<file path="config.mk">
export PLATFORM = sky130hd
export DESIGN_NAME = twopass_sched
export DESIGN_NICKNAME = d
export VERILOG_FILES = /design/src/rtl/twopass_pkg.sv /design/src/rtl/twopass_halfsel.sv /design/src/rtl/twopass_phase.sv /design/src/rtl/twopass_tbuf.sv /design/src/rtl/twopass_sched.sv
export SDC_FILE = /design/constraint.sdc
export NUM_CORES = 2
export LEC_CHECK = 0
export BUFFER_PORTS_ARGS = -buffer_cell sky130_fd_sc_hd__buf_4
export CAP_MARGIN = 40
export CORE_ASPECT_RATIO = 2
export CORE_MARGIN = 3
export CORE_UTILIZATION = 45
export CTS_CLUSTER_SIZE = 14
export DETAILED_ROUTE_END_ITERATION = 6
export PLACE_DENSITY = 0.73
export REMOVE_ABC_BUFFERS = 1
export SLEW_MARGIN = 20
export SYNTH_ARGS = -nofsm -noshare
export SYNTH_HDL_FRONTEND = slang
export SYNTH_SLANG_ARGS = --single-unit
</file>
<file path="constraint.sdc">
create_clock -name clk -period 8 [get_ports clk]
set_input_delay 1.6 -clock clk [delete_from_list [all_inputs] [get_ports clk]]
set_output_delay 1.6 -clock clk [all_outputs]
set_load 0.05 [all_outputs]
</file>
<file path="src/rtl/twopass_pkg.sv">
`timescale 1ns/1ps
package twopass_pkg;
  // Phase 0: first pass on even half, second pass on odd half.
  // Phase 1: first pass on odd half, second pass on even half.
  typedef enum logic {PH_ROW_EVEN = 1'b0, PH_ROW_ODD = 1'b1} phase_e;
endpackage

</file>
<file path="src/rtl/twopass_halfsel.sv">
`timescale 1ns/1ps
// Two-source, eight-to-four word selector: picks one source, then its
// even-indexed or odd-indexed words.
module twopass_halfsel #(
  parameter int NPT = 8,
  parameter int WID = 16
) (
  input  logic [NPT-1:0][WID-1:0]   src_a,
  input  logic [NPT-1:0][WID-1:0]   src_b,
  input  logic                      use_b,
  input  logic                      pick_odd,
  output logic [NPT/2-1:0][WID-1:0] half
);
  localparam int HALF = NPT / 2;

  logic [NPT-1:0][WID-1:0] src;
  assign src = use_b ? src_b : src_a;

  for (genvar k = 0; k < HALF; k++) begin : g_lane
    assign half[k] = pick_odd ? src[2*k+1] : src[2*k];
  end
endmodule

</file>
<file path="src/rtl/twopass_phase.sv">
`timescale 1ns/1ps
module twopass_phase
  import twopass_pkg::*;
#(
  parameter int NSEL = 3
) (
  input  logic            clk,
  input  logic            rst_n,
  input  logic            blk_start,
  input  logic            advance,
  output phase_e          ph,
  output logic [NSEL-1:0] sel
);
  phase_e            ph_q;
  logic [NSEL-2:0]   hist;

  always_ff @(posedge clk) begin
    if (!rst_n) begin
      ph_q <= PH_ROW_EVEN;
      hist <= '0;
    end else begin
      if (blk_start)                ph_q <= PH_ROW_EVEN;
      else if (ph_q == PH_ROW_ODD)  ph_q <= PH_ROW_EVEN;
      else if (advance)             ph_q <= PH_ROW_ODD;
      hist[0] <= ph_q;
      for (int i = 1; i < NSEL - 1; i++) hist[i] <= hist[i-1];
    end
  end

  assign ph  = ph_q;
  assign sel = {hist, ph_q};

  // realignment pulse lands the next cycle in phase 0
  a_r8_start_realign: assert property (@(posedge clk) disable iff (!rst_n)
    blk_start |=> ph_q == PH_ROW_EVEN);
  // an odd phase never lasts two cycles
  a_r7_odd_returns: assert property (@(posedge clk) disable iff (!rst_n)
    ph_q == PH_ROW_ODD |=> ph_q == PH_ROW_EVEN);
  // stage selects are delayed copies of the phase
  a_r9_sel_delay: assert property (@(posedge clk) disable iff (!rst_n)
    sel[1] == $past(sel[0]));
endmodule

</file>
<file path="src/rtl/twopass_tbuf.sv">
`timescale 1ns/1ps
// Two-bank transpose store: rows written in, columns read out.
module twopass_tbuf #(
  parameter int NPT = 8,
  parameter int WID = 16
) (
  input  logic                    clk,
  input  logic                    rst_n,
  input  logic                    wr_en,
  input  logic [NPT-1:0][WID-1:0] wr_row,
  input  logic                    rd_en,
  output logic [NPT-1:0][WID-1:0] rd_col,
  output logic                    rd_avail,
  output logic                    rd_last
);
  localparam int CW = $clog2(NPT);

  logic [WID-1:0] mem [2][NPT][NPT];
  logic           wr_sel, rd_sel;
  logic [CW-1:0]  wr_cnt, col_cnt;
  logic [1:0]     full, full_n;
  logic           wr_wrap;

  assign wr_wrap  = wr_en && (wr_cnt == CW'(NPT-1));
  assign rd_avail = full[rd_sel];
  assign rd_last  = rd_en && (col_cnt == CW'(NPT-1));

  for (genvar r = 0; r < NPT; r++) begin : g_col
    assign rd_col[r] = mem[rd_sel][r][col_cnt];
  end

  always_ff @(posedge clk) begin
    if (wr_en) begin
      for (int c = 0; c < NPT; c++) mem[wr_sel][wr_cnt][c] <= wr_row[c];
    end
  end

  always_comb begin
    full_n = full;
    if (rd_last) full_n[rd_sel] = 1'b0;
    if (wr_wrap) full_n[wr_sel] = 1'b1;
  end

  always_ff @(posedge clk) begin
    if (!rst_n) begin
      wr_sel  <= 1'b0;
      rd_sel  <= 1'b0;
      wr_cnt  <= '0;
      col_cnt <= '0;
      full    <= '0;
    end else begin
      full <= full_n;
      if (wr_en) begin
        if (wr_wrap) begin
          wr_cnt <= '0;
          wr_sel <= ~wr_sel;
        end else begin
          wr_cnt <= wr_cnt + 1'b1;
        end
      end
      if (rd_en) begin
        if (rd_last) begin
          col_cnt <= '0;
          rd_sel  <= ~rd_sel;
        end else begin
          col_cnt <= col_cnt + 1'b1;
        end
      end
    end
  end

  // a fed-back row never lands in a bank still waiting to be read
  a_r6_no_overwrite: assert property (@(posedge clk) disable iff (!rst_n)
    wr_en |-> !full[wr_sel]);
  // columns are only read from a completely written bank
  a_r5_read_full: assert property (@(posedge clk) disable iff (!rst_n)
    rd_en |-> full[rd_sel]);
endmodule

</file>
<file path="src/rtl/twopass_sched.sv">
`timescale 1ns/1ps
module twopass_sched
  import twopass_pkg::*;
#(
  parameter int NPT  = 8,
  parameter int WID  = 16,
  parameter int NSEL = 3
) (
  input  logic                      clk,
  input  logic                      rst_n,
  input  logic                      blk_start,
  input  logic                      in_valid,
  output logic                      in_ready,
  input  logic [NPT-1:0][WID-1:0]   in_row,
  input  logic                      fb_valid,
  input  logic [NPT-1:0][WID-1:0]   fb_row,
  output logic                      ev_valid,
  output logic [NPT/2-1:0][WID-1:0] ev_data,
  output logic                      od_valid,
  output logic [NPT/2-1:0][WID-1:0] od_data,
  output logic [NSEL-1:0]           dim_sel
);
  localparam int CW = $clog2(NPT);

  phase_e                  ph;
  logic                    odd_ph;
  logic [NPT-1:0][WID-1:0] row_hold, col_hold, rd_col;
  logic                    row_v, col_v;
  logic [CW-1:0]           acc_cnt;
  logic [1:0]              free_cnt;
  logic                    acc, take, rd_en, rd_avail, rd_last, advance;

  assign odd_ph   = (ph == PH_ROW_ODD);
  assign in_ready = !odd_ph && !row_v && ((acc_cnt != '0) || (free_cnt != '0));
  assign acc      = in_valid && in_ready;
  assign take     = acc && (acc_cnt == '0);
  assign rd_en    = odd_ph && rd_avail;
  assign advance  = acc || row_v || col_v || rd_avail;

  twopass_phase #(.NSEL(NSEL)) u_phase (
    .clk(clk), .rst_n(rst_n), .blk_start(blk_start), .advance(advance),
    .ph(ph), .sel(dim_sel)
  );

  twopass_tbuf #(.NPT(NPT), .WID(WID)) u_tbuf (
    .clk(clk), .rst_n(rst_n), .wr_en(fb_valid), .wr_row(fb_row),
    .rd_en(rd_en), .rd_col(rd_col), .rd_avail(rd_avail), .rd_last(rd_last)
  );

  // Even half: new row (phase 0) or fresh column (phase 1)
  twopass_halfsel #(.NPT(NPT), .WID(WID)) u_ev_sel (
    .src_a(in_row), .src_b(rd_col), .use_b(odd_ph), .pick_odd(1'b0),
    .half(ev_data)
  );
  // Odd half: held column (phase 0) or held row (phase 1)
  twopass_halfsel #(.NPT(NPT), .WID(WID)) u_od_sel (
    .src_a(col_hold), .src_b(row_hold), .use_b(odd_ph), .pick_odd(1'b1),
    .half(od_data)
  );

  assign ev_valid = odd_ph ? rd_en : acc;
  assign od_valid = odd_ph ? row_v : col_v;

  always_ff @(posedge clk) begin
    if (acc)   row_hold <= in_row;
    if (rd_en) col_hold <= rd_col;
  end

  always_ff @(posedge clk) begin
    if (!rst_n) begin
      row_v    <= 1'b0;
      col_v    <= 1'b0;
      acc_cnt  <= '0;
      free_cnt <= 2'd2;
    end else begin
      if (acc)         row_v <= 1'b1;
      else if (odd_ph) row_v <= 1'b0;
      col_v <= rd_en;
      if (acc) acc_cnt <= (acc_cnt == CW'(NPT-1)) ? '0 : acc_cnt + 1'b1;
      free_cnt <= free_cnt - 2'(take) + 2'(rd_last);
    end
  end

  // an accepted row's odd half follows in the next cycle
  a_r3_odd_follows: assert property (@(posedge clk) disable iff (!rst_n)
    (acc && !blk_start) |=> (od_valid && odd_ph));
  // a column read in phase 1 delivers its odd rows in phase 0 next
  a_r2_col_odd_next: assert property (@(posedge clk) disable iff (!rst_n)
    rd_en |=> (od_valid && !odd_ph));
  // never more than two banks of credit
  a_r6_credit_bound: assert property (@(posedge clk) disable iff (!rst_n)
    free_cnt <= 2'd2);
  // no new row while the previous row's odd half is pending
  a_r4_single_hold: assert property (@(posedge clk) disable iff (!rst_n)
    (row_v && !odd_ph) |-> !in_ready);
endmodule

</file>
==> impl_metrics.env <==
export IMPL_status="finished, final reports clean"
export IMPL_cts_sinks=2197
export IMPL_die_y_um=645
export IMPL_crit_arrival_ns=4.05
export IMPL_seq_area_mm2=0.0658
export IMPL_post_cts_setup_buffers=0
export IMPL_grt_max_degree=129
export IMPL_die_w_um=326
export IMPL_cts_resized=0
export IMPL_start_util_pct=45.3
export IMPL_period_share_pct=70.6
export IMPL_power_density_mw_per_mm2=226
export IMPL_syn_avg_cell_area_um2=15.8
export IMPL_routed_via_density=5.88
export IMPL_cp_max_fo=32
export IMPL_core_area_mm2=0.203
export IMPL_cts_tree="yes"
export IMPL_synth_distinct_cells=41
export IMPL_syn_inst=5821
export IMPL_fin_crit_ns=5.65
export IMPL_grt_pass1_wl_um=359000
export IMPL_clockBufferDepth=4
export IMPL_num_rows=234
export IMPL_slew_violations=0
export IMPL_multi_input_area_mm2=0.0240
export IMPL_drtAntennaViolNets=0
export IMPL_crit_type="reg -> out"
export IMPL_finalPower_mw=23.3
export IMPL_skew_ns=0.0570
export IMPL_critical_path_startpoint_type="flip-flop"
export IMPL_cts_buffers=196
export IMPL_fmax_mhz=177
export IMPL_max_slew_worst_pin_slew_ns=1.01
export IMPL_dp_hpwl_um=154000
export IMPL_hold_ws_ns=0.492
export IMPL_grtUsageTotal_pct=23.3
export IMPL_ioPinCount=395
export IMPL_max_slew_margin_pct=32.6
export IMPL_wirelength_um=249000
export IMPL_drt_iter0_drc=5861
export IMPL_finalSetupViolCount=0
export IMPL_wl_per_cell_um=27.9
export IMPL_peakVddDrop_mv=0.210
export IMPL_drc=0
export IMPL_synthArstFlopShare_pct=0
export IMPL_portBuffers=394
export IMPL_hold_class="reg -> reg"
export IMPL_first_pass_iters=6
export IMPL_cts_root_buf="clkbuf_16"
export IMPL_cts_hold_buf=0
export IMPL_synth_flop_cell="edfxtp_1"
export IMPL_antenna_found_initial=10
export IMPL_clk_pin_slew_ns=0.06
export IMPL_synth_edf_count=2176
export IMPL_syn2layout_area_growth_pct=12.1
export IMPL_die_area_mm2=0.210
export IMPL_fin_nets=6362
export IMPL_worstPathRequired_ns=6.40
export IMPL_syn_cell_area_mm2=0.0920
export IMPL_synth_seq_cells=2197
export IMPL_gp_congestion=0.775
export IMPL_stdcell_count=8916
export IMPL_grt_remaining_overflow=0
export IMPL_grt_pass1_vias=54823
export IMPL_hold_viol_final=0
export IMPL_cap_violations=0
export IMPL_htreeDepth=4
export IMPL_clock_latency_ns=0.84
export IMPL_seq_area_frac_synth_pct=71.5
export IMPL_drive_gt1_share_pct=21.2
export IMPL_rsz0062_at_grt="false"
export IMPL_ys_warn_count=0
export IMPL_p_leak_nw=33.7
export IMPL_final_fill_count=16515
export IMPL_dp_cells=8602
export IMPL_cp_end_kind="output port"
export IMPL_dr_total_vias=52433
-- layout by cell type, fill, tap and decap left out, types with 8 or more instances in the layout --
| cell | netlist | final |
|---|---|---|
| edfxtp_1 | 2176 | 2176 |
| nor2_1 | 48 | 34 |
| clkinv_2 | 0 | 8 |
| a221oi_1 | 14 | 14 |
| mux2i_1 | 288 | 288 |
| a211oi_1 | 27 | 27 |
| nor2b_1 | 32 | 32 |
| clkbuf_1 | 162 | 55 |
| buf_16 | 0 | 9 |
| clkbuf_16 | 0 | 197 |
| clkinv_1 | 1 | 20 |
| nor2_4 | 0 | 14 |
| o32ai_1 | 44 | 44 |
| buf_12 | 0 | 22 |
| mux4_2 | 449 | 449 |
| nand2_1 | 1936 | 1932 |
| a21oi_1 | 76 | 76 |
| ha_1 | 9 | 9 |
| o22ai_1 | 115 | 115 |
| mux2_2 | 72 | 72 |
| dfxtp_1 | 21 | 16 |
| buf_4 | 160 | 483 |
-- state kept, by name (all words and copies together) (netlist names), named ones only --
register and flops:
u_tbuf.col_cnt 3, free_cnt 2, u_tbuf.rd_sel 1, u_tbuf.wr_sel 1, u_phase.ph 1, col_v 1
row_hold 64, u_tbuf.full 2, u_phase.hist 2, u_tbuf.mem 2048, row_v 1, u_tbuf.wr_cnt 3
acc_cnt 3, col_hold 64
-- layout make-up --
| class | count | share of cell area, % |
|---|---|---|
| diodes | 7 | 0.0170 |
| multi-input cells | 3175 | 23.3 |
| clock inverters | 46 | 0.393 |
| repair buffers | 515 | 4.19 |
| flip-flops and latches | 2197 | 63.8 |
| clock buffers | 255 | 5.02 |
| inverters | 7 | 0.0303 |
| well taps | 2714 | 3.29 |
-- per-stage QoR --
| step | setup WS, ns | instance area, µm² | util (%) | TNS, ns |
|---|---|---|---|---|
| 4_1_cts | 2.35 | 103000 | 50.7 | 0 |
| 2_1_floorplan | -19.99 | 89600 | - | -3320.26 |
| 6_report | 2.35 | 103000 | 50.8 | 0 |
| 3_5_place_dp | 2.70 | 97400 | 47.9 | 0 |
| 3_3_place_gp | 1.49 | 97000 | 47.7 | 0 |
| 5_1_grt | 2.28 | 103000 | 50.8 | 0 |
-- layer usage --
layer,up-vias,wire length (µm),global-route usage (%)
met4,6,13900,11.6
met5,-,39,0
li1,22340,-,-
met3,655,19700,3.51
met1,26785,86500,27.6
met2,2647,129000,41.5
-- critical path, cell delays in order (launching register included) --
cell      delay, ns
dfxtp_4        0.77
nand2b_4       0.63
buf_4          0.53
o22ai_1        0.29
o32ai_1        0.14
a21oi_1        0.55
buf_4          0.32
-- path summary, 6_finish.rpt --
| check | startpoint | to | slack (ns) | cells past startpoint |
|---|---|---|---|---|
| hold / removal | u_tbuf.full[0]$_SDFF_PN0_ | u_tbuf.full[0]$_SDFF_PN0_ | 0.49 | 2 |
| hold reg to reg | u_tbuf.full[0]$_SDFF_PN0_ | u_tbuf.full[0]$_SDFF_PN0_ | 0.49 | 2 |
| setup / recovery | u_tbuf.col_cnt[1]$_SDFFE_PN0P_ | ev_data[6] | 2.35 | 6 |
| setup reg to reg | u_tbuf.wr_cnt[2]$_SDFFE_PN0P_ | u_tbuf.mem[0][552]$_DFFE_PP_ | 4.49 | 5 |
-- synth_stat cells (all sizes together) (14+ instances only) --
master	number	area share, %
clkbuf	163	0.67
mux4	449	11
buf	278	2.0
nand2	1936	7.9
a221oi	14	0.13
nor2	48	0.20
mux2i	288	3.1
dfxtp	21	0.46
edfxtp	2176	71
mux2	72	0.88
a211oi	27	0.22
a21oi	76	0.41
o22ai	115	0.78
o32ai	44	0.42
nor2b	32	0.22
-- power by group --
group | leakage, nW | total, mW | switching, mW | internal (mW)
Combinational | 11.1 | 1.60 | 1.17 | 0.429
Clock | 2.70 | 8.71 | 4.03 | 4.68
Sequential | 19.9 | 13.0 | 0.0593 | 12.9
Total | 33.7 | 23.3 | 5.26 | 18.0
-- kinds of logic after synthesis --
logic type               share of synthesized area (%)
AO/OA/AOI/OAI                                     2.08
XOR/XNOR                                        0.0286
adder cells (fa/ha/maj)                          0.122
buffers and inverters                             2.67
flip-flops                                        71.5
multiplexers                                      15.0
AND/OR/NAND/NOR                                   8.62
Note: power is estimated with default switching activity, not from simulation.
